## config.mk

```make
export PLATFORM = sky130hd
export DESIGN_NAME = tmr_pair16
export DESIGN_NICKNAME = d
export VERILOG_FILES = /design/src/rtl/tmr_pair_pkg.sv /design/src/rtl/tmr_prescale.sv /design/src/rtl/tmr_capsync.sv /design/src/rtl/tmr_channel.sv /design/src/rtl/tmr_pair16.sv
export SDC_FILE = /design/constraint.sdc
export NUM_CORES = 1
export LEC_CHECK = 0
export ABC_AREA = 1
export BUFFER_PORTS_ARGS = -buffer_cell sky130_fd_sc_hd__buf_2
export CAP_MARGIN = 15
export CORE_ASPECT_RATIO = 1.25
export CORE_MARGIN = 4
export CORE_UTILIZATION = 45
export CTS_CLUSTER_DIAMETER = 200
export DETAILED_ROUTE_END_ITERATION = 8
export SLEW_MARGIN = 20
export SYNTH_ARGS = -nofsm -noshare
export SYNTH_HDL_FRONTEND = slang
export SYNTH_SLANG_ARGS = --single-unit
```

## constraint.sdc

```tcl
create_clock -name clk -period 6.13 [get_ports clk]
set_clock_uncertainty 0.15 [all_clocks]
set_input_delay 0 -clock clk [delete_from_list [all_inputs] [get_ports clk]]
set_output_delay 0 -clock clk [all_outputs]
set_load 0.01 [all_outputs]
```

## src/rtl/tmr_pair_pkg.sv

```systemverilog
package tmr_pair_pkg;
  localparam int CNT_W_DEF = 16;
  localparam int PS_W_DEF  = 8;

  localparam logic [1:0] CLK_ALT  = 2'd0;
  localparam logic [1:0] CLK_INT  = 2'd1;
  localparam logic [1:0] CLK_SLOW = 2'd2;
  localparam logic [1:0] CLK_OFF  = 2'd3;

  localparam logic [2:0] REG_MODE = 3'd0;
  localparam logic [2:0] REG_REF  = 3'd1;
  localparam logic [2:0] REG_CAP  = 3'd2;
  localparam logic [2:0] REG_CNT  = 3'd3;
  localparam logic [2:0] REG_EVT  = 3'd4;
  localparam logic [2:0] REG_PSR  = 3'd5;

  localparam logic [3:0] CFG_ADDR = 4'h7;

  typedef struct packed {
    logic [PS_W_DEF-1:0] sps;
    logic                irq_en;
    logic                restart;
    logic [1:0]          clk_sel;
  } tmr_mode_t;
endpackage

```

## src/rtl/tmr_prescale.sv

```systemverilog
module tmr_prescale
  import tmr_pair_pkg::*;
#(
  parameter int PS_W   = 8,
  parameter int SLOW_W = 4
) (
  input  logic            clk,
  input  logic            rst_n,
  input  logic            hold,
  input  logic            run,
  input  logic [1:0]      clk_sel,
  input  logic [PS_W-1:0] psr,
  input  logic [PS_W-1:0] sps,
  input  logic            alt_tick,
  output logic            tick
);
  logic [SLOW_W-1:0] slow_q, slow_d;
  logic [PS_W-1:0]   p1_q, p1_d, p2_q, p2_d;
  logic              src_raw, src, stage1;

  always_comb begin
    slow_d = slow_q;
    if (run && clk_sel == CLK_SLOW) slow_d = slow_q + 1'b1;
    case (clk_sel)
      CLK_ALT:  src_raw = alt_tick;
      CLK_INT:  src_raw = 1'b1;
      CLK_SLOW: src_raw = &slow_q;
      default:  src_raw = 1'b0;
    endcase
    src    = src_raw && run;
    stage1 = src && (p1_q >= psr);
    p1_d   = p1_q;
    if (src) p1_d = stage1 ? '0 : p1_q + 1'b1;
    tick   = stage1 && (p2_q >= sps);
    p2_d   = p2_q;
    if (stage1) p2_d = tick ? '0 : p2_q + 1'b1;
  end

  always_ff @(posedge clk or negedge rst_n) begin
    if (!rst_n) begin
      slow_q <= '0;
      p1_q   <= '0;
      p2_q   <= '0;
    end else if (hold) begin
      slow_q <= '0;
      p1_q   <= '0;
      p2_q   <= '0;
    end else begin
      slow_q <= slow_d;
      p1_q   <= p1_d;
      p2_q   <= p2_d;
    end
  end

  AST_INT_EVERY_CYCLE: assert property (@(posedge clk) disable iff (!rst_n)
    (run && !hold && clk_sel == CLK_INT && psr == '0 && sps == '0) |-> tick);
  AST_NO_SOURCE_NO_TICK: assert property (@(posedge clk) disable iff (!rst_n)
    (!run || clk_sel == CLK_OFF) |-> !tick);
endmodule

```

## src/rtl/tmr_capsync.sv

```systemverilog
module tmr_capsync #(
  parameter int STAGES = 2
) (
  input  logic clk,
  input  logic rst_n,
  input  logic din,
  output logic rise
);
  logic [STAGES:0] chain_q;

  always_ff @(posedge clk or negedge rst_n) begin
    if (!rst_n) chain_q <= '0;
    else        chain_q <= {chain_q[STAGES-1:0], din};
  end

  assign rise = chain_q[STAGES-1] & ~chain_q[STAGES];
endmodule

```

## src/rtl/tmr_channel.sv

```systemverilog
module tmr_channel
  import tmr_pair_pkg::*;
#(
  parameter int CNT_W = 16,
  parameter int PS_W  = 8
) (
  input  logic             clk,
  input  logic             rst_n,
  input  logic             release_bit,
  input  logic             stop_bit,
  input  logic             wr_en,
  input  logic [2:0]       reg_sel,
  input  logic [CNT_W-1:0] wdata,
  input  logic             alt_tick,
  input  logic             cap_in,
  output logic [CNT_W-1:0] rdata,
  output logic             irq
);
  localparam int EV_W = 2;

  tmr_mode_t        mode_q, mode_d;
  logic [CNT_W-1:0] ref_q, ref_d, cnt_q, cnt_d, cap_q, cap_d, cnt_step;
  logic [PS_W-1:0]  psr_q, psr_d;
  logic [EV_W-1:0]  ev_q, ev_d;
  logic we_mode, we_ref, we_cnt, we_evt, we_psr;
  logic run, tick, cap_rise, cap_set, match_set;

  assign run = release_bit & ~stop_bit;

  tmr_prescale #(.PS_W(PS_W), .SLOW_W(4)) i_prescale (
    .clk      (clk),
    .rst_n    (rst_n),
    .hold     (~release_bit),
    .run      (run),
    .clk_sel  (mode_q.clk_sel),
    .psr      (psr_q),
    .sps      (mode_q.sps),
    .alt_tick (alt_tick),
    .tick     (tick)
  );

  tmr_capsync #(.STAGES(2)) i_capsync (
    .clk   (clk),
    .rst_n (rst_n),
    .din   (cap_in),
    .rise  (cap_rise)
  );

  always_comb begin
    we_mode = wr_en && reg_sel == REG_MODE;
    we_ref  = wr_en && reg_sel == REG_REF;
    we_cnt  = wr_en && reg_sel == REG_CNT;
    we_evt  = wr_en && reg_sel == REG_EVT;
    we_psr  = wr_en && reg_sel == REG_PSR;

    mode_d = mode_q;
    if (we_mode) begin
      mode_d.sps     = wdata[15:8];
      mode_d.irq_en  = wdata[4];
      mode_d.restart = wdata[3];
      mode_d.clk_sel = wdata[2:1];
    end
    ref_d = we_ref ? wdata : ref_q;
    psr_d = we_psr ? wdata[PS_W-1:0] : psr_q;

    cnt_step  = (mode_q.restart && cnt_q == ref_q) ? '0 : cnt_q + 1'b1;
    match_set = tick && !we_cnt && (cnt_step == ref_q);
    cap_set   = cap_rise;

    cnt_d = cnt_q;
    if (we_cnt)    cnt_d = wdata;
    else if (tick) cnt_d = cnt_step;

    cap_d = cap_set ? cnt_q : cap_q;

    ev_d = ev_q;
    if (we_evt) ev_d = ev_q & ~wdata[EV_W-1:0];
    ev_d = ev_d | {match_set, cap_set};
  end

  always_ff @(posedge clk or negedge rst_n) begin
    if (!rst_n) begin
      mode_q <= '0;
      ref_q  <= '0;
      psr_q  <= '0;
    end else begin
      mode_q <= mode_d;
      ref_q  <= ref_d;
      psr_q  <= psr_d;
    end
  end

  always_ff @(posedge clk or negedge rst_n) begin
    if (!rst_n) begin
      cnt_q <= '0;
      ev_q  <= '0;
      cap_q <= '0;
    end else if (!release_bit) begin
      cnt_q <= '0;
      ev_q  <= '0;
    end else begin
      cnt_q <= cnt_d;
      ev_q  <= ev_d;
      cap_q <= cap_d;
    end
  end

  always_comb begin
    case (reg_sel)
      REG_MODE: rdata = {mode_q.sps, 3'b000, mode_q.irq_en, mode_q.restart,
                         mode_q.clk_sel, 1'b0};
      REG_REF:  rdata = ref_q;
      REG_CAP:  rdata = cap_q;
      REG_CNT:  rdata = cnt_q;
      REG_EVT:  rdata = {{(CNT_W-EV_W){1'b0}}, ev_q};
      REG_PSR:  rdata = {{(CNT_W-PS_W){1'b0}}, psr_q};
      default:  rdata = '0;
    endcase
  end

  assign irq = ev_q[1] & mode_q.irq_en;

  AST_HOLD_CLEARS: assert property (@(posedge clk) disable iff (!rst_n)
    !release_bit |=> (cnt_q == '0 && ev_q == '0));
  AST_RESTART_ZERO: assert property (@(posedge clk) disable iff (!rst_n)
    (release_bit && tick && !we_cnt && mode_q.restart && cnt_q == ref_q) |=> cnt_q == '0);
  AST_FREE_INCREMENT: assert property (@(posedge clk) disable iff (!rst_n)
    (release_bit && tick && !we_cnt && !mode_q.restart) |=> cnt_q == CNT_W'($past(cnt_q) + 1'b1));
  AST_W1C_MATCH: assert property (@(posedge clk) disable iff (!rst_n)
    (release_bit && we_evt && wdata[1] && !match_set) |=> !ev_q[1]);
  AST_SET_BEATS_CLEAR: assert property (@(posedge clk) disable iff (!rst_n)
    (release_bit && match_set) |=> ev_q[1]);
  AST_CAPTURE_LATCH: assert property (@(posedge clk) disable iff (!rst_n)
    (release_bit && cap_rise) |=> (cap_q == $past(cnt_q) && ev_q[0]));
  AST_STOP_FREEZES: assert property (@(posedge clk) disable iff (!rst_n)
    (release_bit && stop_bit && !we_cnt) |=> $stable(cnt_q));
endmodule

```

## src/rtl/tmr_pair16.sv

```systemverilog
module tmr_pair16
  import tmr_pair_pkg::*;
#(
  parameter int CNT_W = CNT_W_DEF,
  parameter int PS_W  = PS_W_DEF
) (
  input  logic             clk,
  input  logic             rst_n,
  input  logic [3:0]       bus_addr,
  input  logic             bus_wr,
  input  logic [CNT_W-1:0] bus_wdata,
  output logic [CNT_W-1:0] bus_rdata,
  input  logic [1:0]       alt_tick,
  input  logic [1:0]       cap_in,
  output logic [1:0]       irq
);
  localparam int          NTMR     = 2;
  localparam logic [7:0]  CFG_MASK = 8'h33;

  logic [1:0]       rst_sync_q;
  logic             rst_core_n;
  logic [7:0]       cfg_q, cfg_d;
  logic [CNT_W-1:0] rd_tmr [NTMR];

  always_ff @(posedge clk or negedge rst_n) begin
    if (!rst_n) rst_sync_q <= '0;
    else        rst_sync_q <= {rst_sync_q[0], 1'b1};
  end
  assign rst_core_n = rst_sync_q[1];

  always_comb begin
    cfg_d = cfg_q;
    if (bus_wr && bus_addr == CFG_ADDR) cfg_d = bus_wdata[7:0] & CFG_MASK;
  end

  always_ff @(posedge clk or negedge rst_core_n) begin
    if (!rst_core_n) cfg_q <= '0;
    else             cfg_q <= cfg_d;
  end

  for (genvar g = 0; g < NTMR; g++) begin : g_tmr
    tmr_channel #(.CNT_W(CNT_W), .PS_W(PS_W)) i_channel (
      .clk         (clk),
      .rst_n       (rst_core_n),
      .release_bit (cfg_q[4*g]),
      .stop_bit    (cfg_q[4*g+1]),
      .wr_en       (bus_wr && bus_addr[3] == 1'(g)),
      .reg_sel     (bus_addr[2:0]),
      .wdata       (bus_wdata),
      .alt_tick    (alt_tick[g]),
      .cap_in      (cap_in[g]),
      .rdata       (rd_tmr[g]),
      .irq         (irq[g])
    );
  end

  always_comb begin
    if (bus_addr == CFG_ADDR) bus_rdata = {{(CNT_W-8){1'b0}}, cfg_q};
    else                      bus_rdata = rd_tmr[bus_addr[3]];
  end
endmodule

```

==> out/metrics.yaml <==
status:
  status: "finished, final reports clean"
finish:
  seq_area_mm2: 0.004808
  finish.net_count: 1652
  fill_cells: 2505
  antenna_cells: 0
  postLayoutCoreUtil_pct: 50.79
  drive_gt1_share_pct: 8.140
  multi_input_area_mm2: 0.005749
  area_growth_pct: 10.91
  fin_area_mm2: 0.01285
  layout.cells.non_filler: 1932
global_route:
  antenna_found_initial: 0
  grtUsageTotal_pct: 25.23
  grt_pass1_vias: 10360
  grt_pass1_wl_um: 55860
  grt_remaining_overflow: 0
  grt_max_degree: 135
drt:
  drc: 0
  ant_nets: 0
  vias_per_cell: 5.479
  dr.pass1.iters: 5
  wl_um: 35190
  via_count: 10585
  drt_iter0_drc: 902
  avgRoutedWirePerCell_um: 18.22
sta:
  finalCritPeriodShare_pct: 47.34
  setup_ws_ns: 3.228
  fmax_mhz: 344.6
  relSlewSlack_pct: 27.39
  finalHoldViolCount: 0
  drv_slew: 0
  finalSetupViolCount: 0
  layout_min_cycle_time_ns: 2.902
  fin_hold_ws_ns: 0.02709
  fin_tns_setup_ns: 0
  tightestPinTransition_ns: 1.062
  rsz0062_at_grt: "no"
yosys:
  synth_nets: 1619
  muxShareOfSynthArea_pct: 0
  post-synth-top-area-cell: "dfrtp_1"
  yosys-top-cells-area: "dfrtp_1 (41%), nand2_1 (14%), o21ai_0 (9.1%)"
  synth-seq-cells: 192
  yosys.area.top_type_share_pct: 41.48
  yosysWarnings: 0
  synth_compound_area_share_pct: 18.27
  yosysSeqAreaShare_pct: 41.48
  synth-xor-area-share_pct: 3.910
  syn-cell-area_mm2: 0.01158
  netlist-cell-type-count: 45
  async_reset_ff_share_pct: 100.0
  synthSimpleGateAreaFrac_pct: 22.99
  syn_inst: 1552
  synth_ff_type: "dfrtp_1"
  synth_edf_count: 0
  synth_fa_ha_area_share_pct: 4.321
  avgSynthCellArea_um2: 7.464
  synth_top_family_by_area: "simple AND/OR/NAND/NOR gates"
power_and_ir_drop:
  p_total_mw: 3.917
  p_int_mw: 2.508
  power_frac_seq_pct: 42.7
  combPwrFrac_pct: 27.2
  pwr-share-clk_pct: 30.1
  p_sw_share_pct: 35.97
  ir_drop_mv: 0.1878
  p_per_area_mw_per_mm2: 304.9
  power_leakage_nw: 6.024
  p_switching_mw: 1.409
die:
  die-area_mm2: 0.02839
  rows: 65
  io_pins: 45
  core-area_mm2: 0.02529
  die_y_um: 187.4
  die_w_um: 151.5
  initial_core_util_pct: 45.80
setup_path:
  worstPathRequired_ns: 6.32
  critical_path.max_fanout: 32
  cp_data_arrival_time_ns: 3.09
  crit_path_start_kind: "register"
  end_kind: "register"
  crit_type: "register to register"
clock_tree:
  cts_made_buffers: 17
  path_clk_slew_ns: 0.07
  cts_max_path_buffers: 2
  clock_sinks: 192
  cts-root-buf: "clkbuf_16"
  insertion_delay_ns: 0.45
  cts_tree: "built"
  cts_max_level: 4
placed_design:
  place_inst: 1880
  pre_cts_slack_ns: 3.236
  globalplace.congestion: 0.9114
  dpl_cell_area_mm2: 0.01203
  dpl.hpwl_um: 24880
  portBuffers: 44
min_path:
  min_path_type: "input pin to register"
run:
  maxCapViolCount: 0
-- area by class of cell --
| cell class | instances | share of cell area, % |
|---|---|---|
| flip-flops and latches | 192 | 37.43 |
| multi-input cells | 1100 | 44.75 |
| clock buffers | 22 | 3.691 |
| repair buffers | 75 | 4.032 |
| inverters | 199 | 5.814 |
| clock inverters | 9 | 1.023 |
| well taps | 335 | 3.263 |
-- sequential cells by signal (all words and copies together) (netlist names) --
register                           cells
g_tmr.i_channel.i_capsync.chain_q      6
rst_sync_q                             2
g_tmr.i_channel.ev_q                   4
g_tmr.i_channel.ref_q                 32
g_tmr.i_channel.i_prescale.p1_q       16
g_tmr.i_channel.mode_q                24
g_tmr.i_channel.cap_q                 32
g_tmr.i_channel.cnt_q                 32
cfg_q                                  4
g_tmr.i_channel.i_prescale.p2_q       16
g_tmr.i_channel.i_prescale.slow_q      8
g_tmr.i_channel.psr_q                 16
-- cell families after synthesis --
logic type / Yosys count
DFF: 192
buffers and inverters: 260
AOI/OAI and AO/OA: 372
adders and majority gates: 40
xor gates and xnor gates: 50
other: 1
and+or+nand+nor: 637
-- power by group through the flow --
| stage | clock network, mW | registers, mW | logic [mW] |
|---|---|---|---|
| 2_1_floorplan | 0 | 1.64 | 0.763 |
| 6_report | 1.18 | 1.67 | 1.07 |
| 4_1_cts | 1.20 | 1.67 | 1.06 |
| 5_1_grt | 1.24 | 1.70 | 1.22 |
| 3_5_place_dp | 0 | 1.69 | 1.05 |
| 3_3_place_gp | 0 | 1.69 | 1.03 |
-- cells in the final DEF, fill, tap and decap left out, drive strengths merged --
cell type / instances
nand2: 428
o21ai: 214
inv: 197
dfrtp: 192
nor2: 102
a21oi: 74
nand3: 71
buf: 54
xor2: 44
ha: 40
o22ai: 30
clkbuf: 22
dlygate4sd3: 21
nand4: 18
a221oi: 16
nor3: 12
a2111oi: 7
o211ai: 6
o221ai: 6
xnor2: 6
o31ai: 6
clkinv: 5
a211oi: 3
a32o: 3
clkinvlp: 3
bufinv: 3
nand3b: 2
o2111a: 2
o41ai: 2
and3: 2
or2: 2
a31oi: 1
a211o: 1
a22o: 1
conb: 1
-- layer usage --
metal | track usage, % | up-vias | wire (um)
li1 | - | 5158 | -
met1 | 32.26 | 5020 | 14720
met2 | 42.26 | 322 | 17310
met3 | 4.120 | 85 | 1861
met4 | 10.24 | 0 | 1309
met5 | 0 | - | 0
-- final timing paths --
check                                             from                                    end  slack, ns  depth (start not counted)
setup reg to reg           g_tmr[1].i_channel.psr_q[7]            g_tmr[1].i_channel.cnt_q[3]       3.23                         10
hold / removal                             bus_addr[2]             g_tmr[1].i_channel.ev_q[0]       0.03                          6
min in group asynchronous                rst_sync_q[1]  g_tmr[1].i_channel.i_prescale.p2_q[3]       0.24                          0
hold reg to reg                          rst_sync_q[0]                          rst_sync_q[1]       0.20                          0
setup / recovery           g_tmr[1].i_channel.psr_q[7]            g_tmr[1].i_channel.cnt_q[3]       3.23                         10
max in group asynchronous                rst_sync_q[1]           g_tmr[1].i_channel.cnt_q[11]       4.32                          1
-- cell usage after synthesis, types with 9 or more instances --
cell type and n:
xor2_1 42, dfrtp_1 192, nor2_1 95, nand4_1 18, o22ai_1 30, buf_2 9
a221oi_1 16, nor3_1 12, nand3_1 59, clkbuf_1 40, nand3_2 12, ha_1 40
o21ai_0 210, inv_2 11, inv_1 185, nand2_1 423, a21oi_1 72
-- worst max-delay path: stages, from the launching register on --
cell	delay, ns
dfrtp_1	0.36
inv_1	0.09
ha_1	0.26
a21oi_1	0.17
o21ai_0	0.12
a21oi_1	0.17
o41ai_2	0.10
nand2_1	0.18
or2_2	0.24
nand3_2	0.51
o21ai_0	0.43
-- repair_timing --
item / CTS / global route
setup buffers: 0 / 0
resized for setup: 0 / 0
hold buffers: 21 / 0
endpoints found under the hold margin: 110 / 0
No activity file was read; power rests on OpenSTA's default activity.
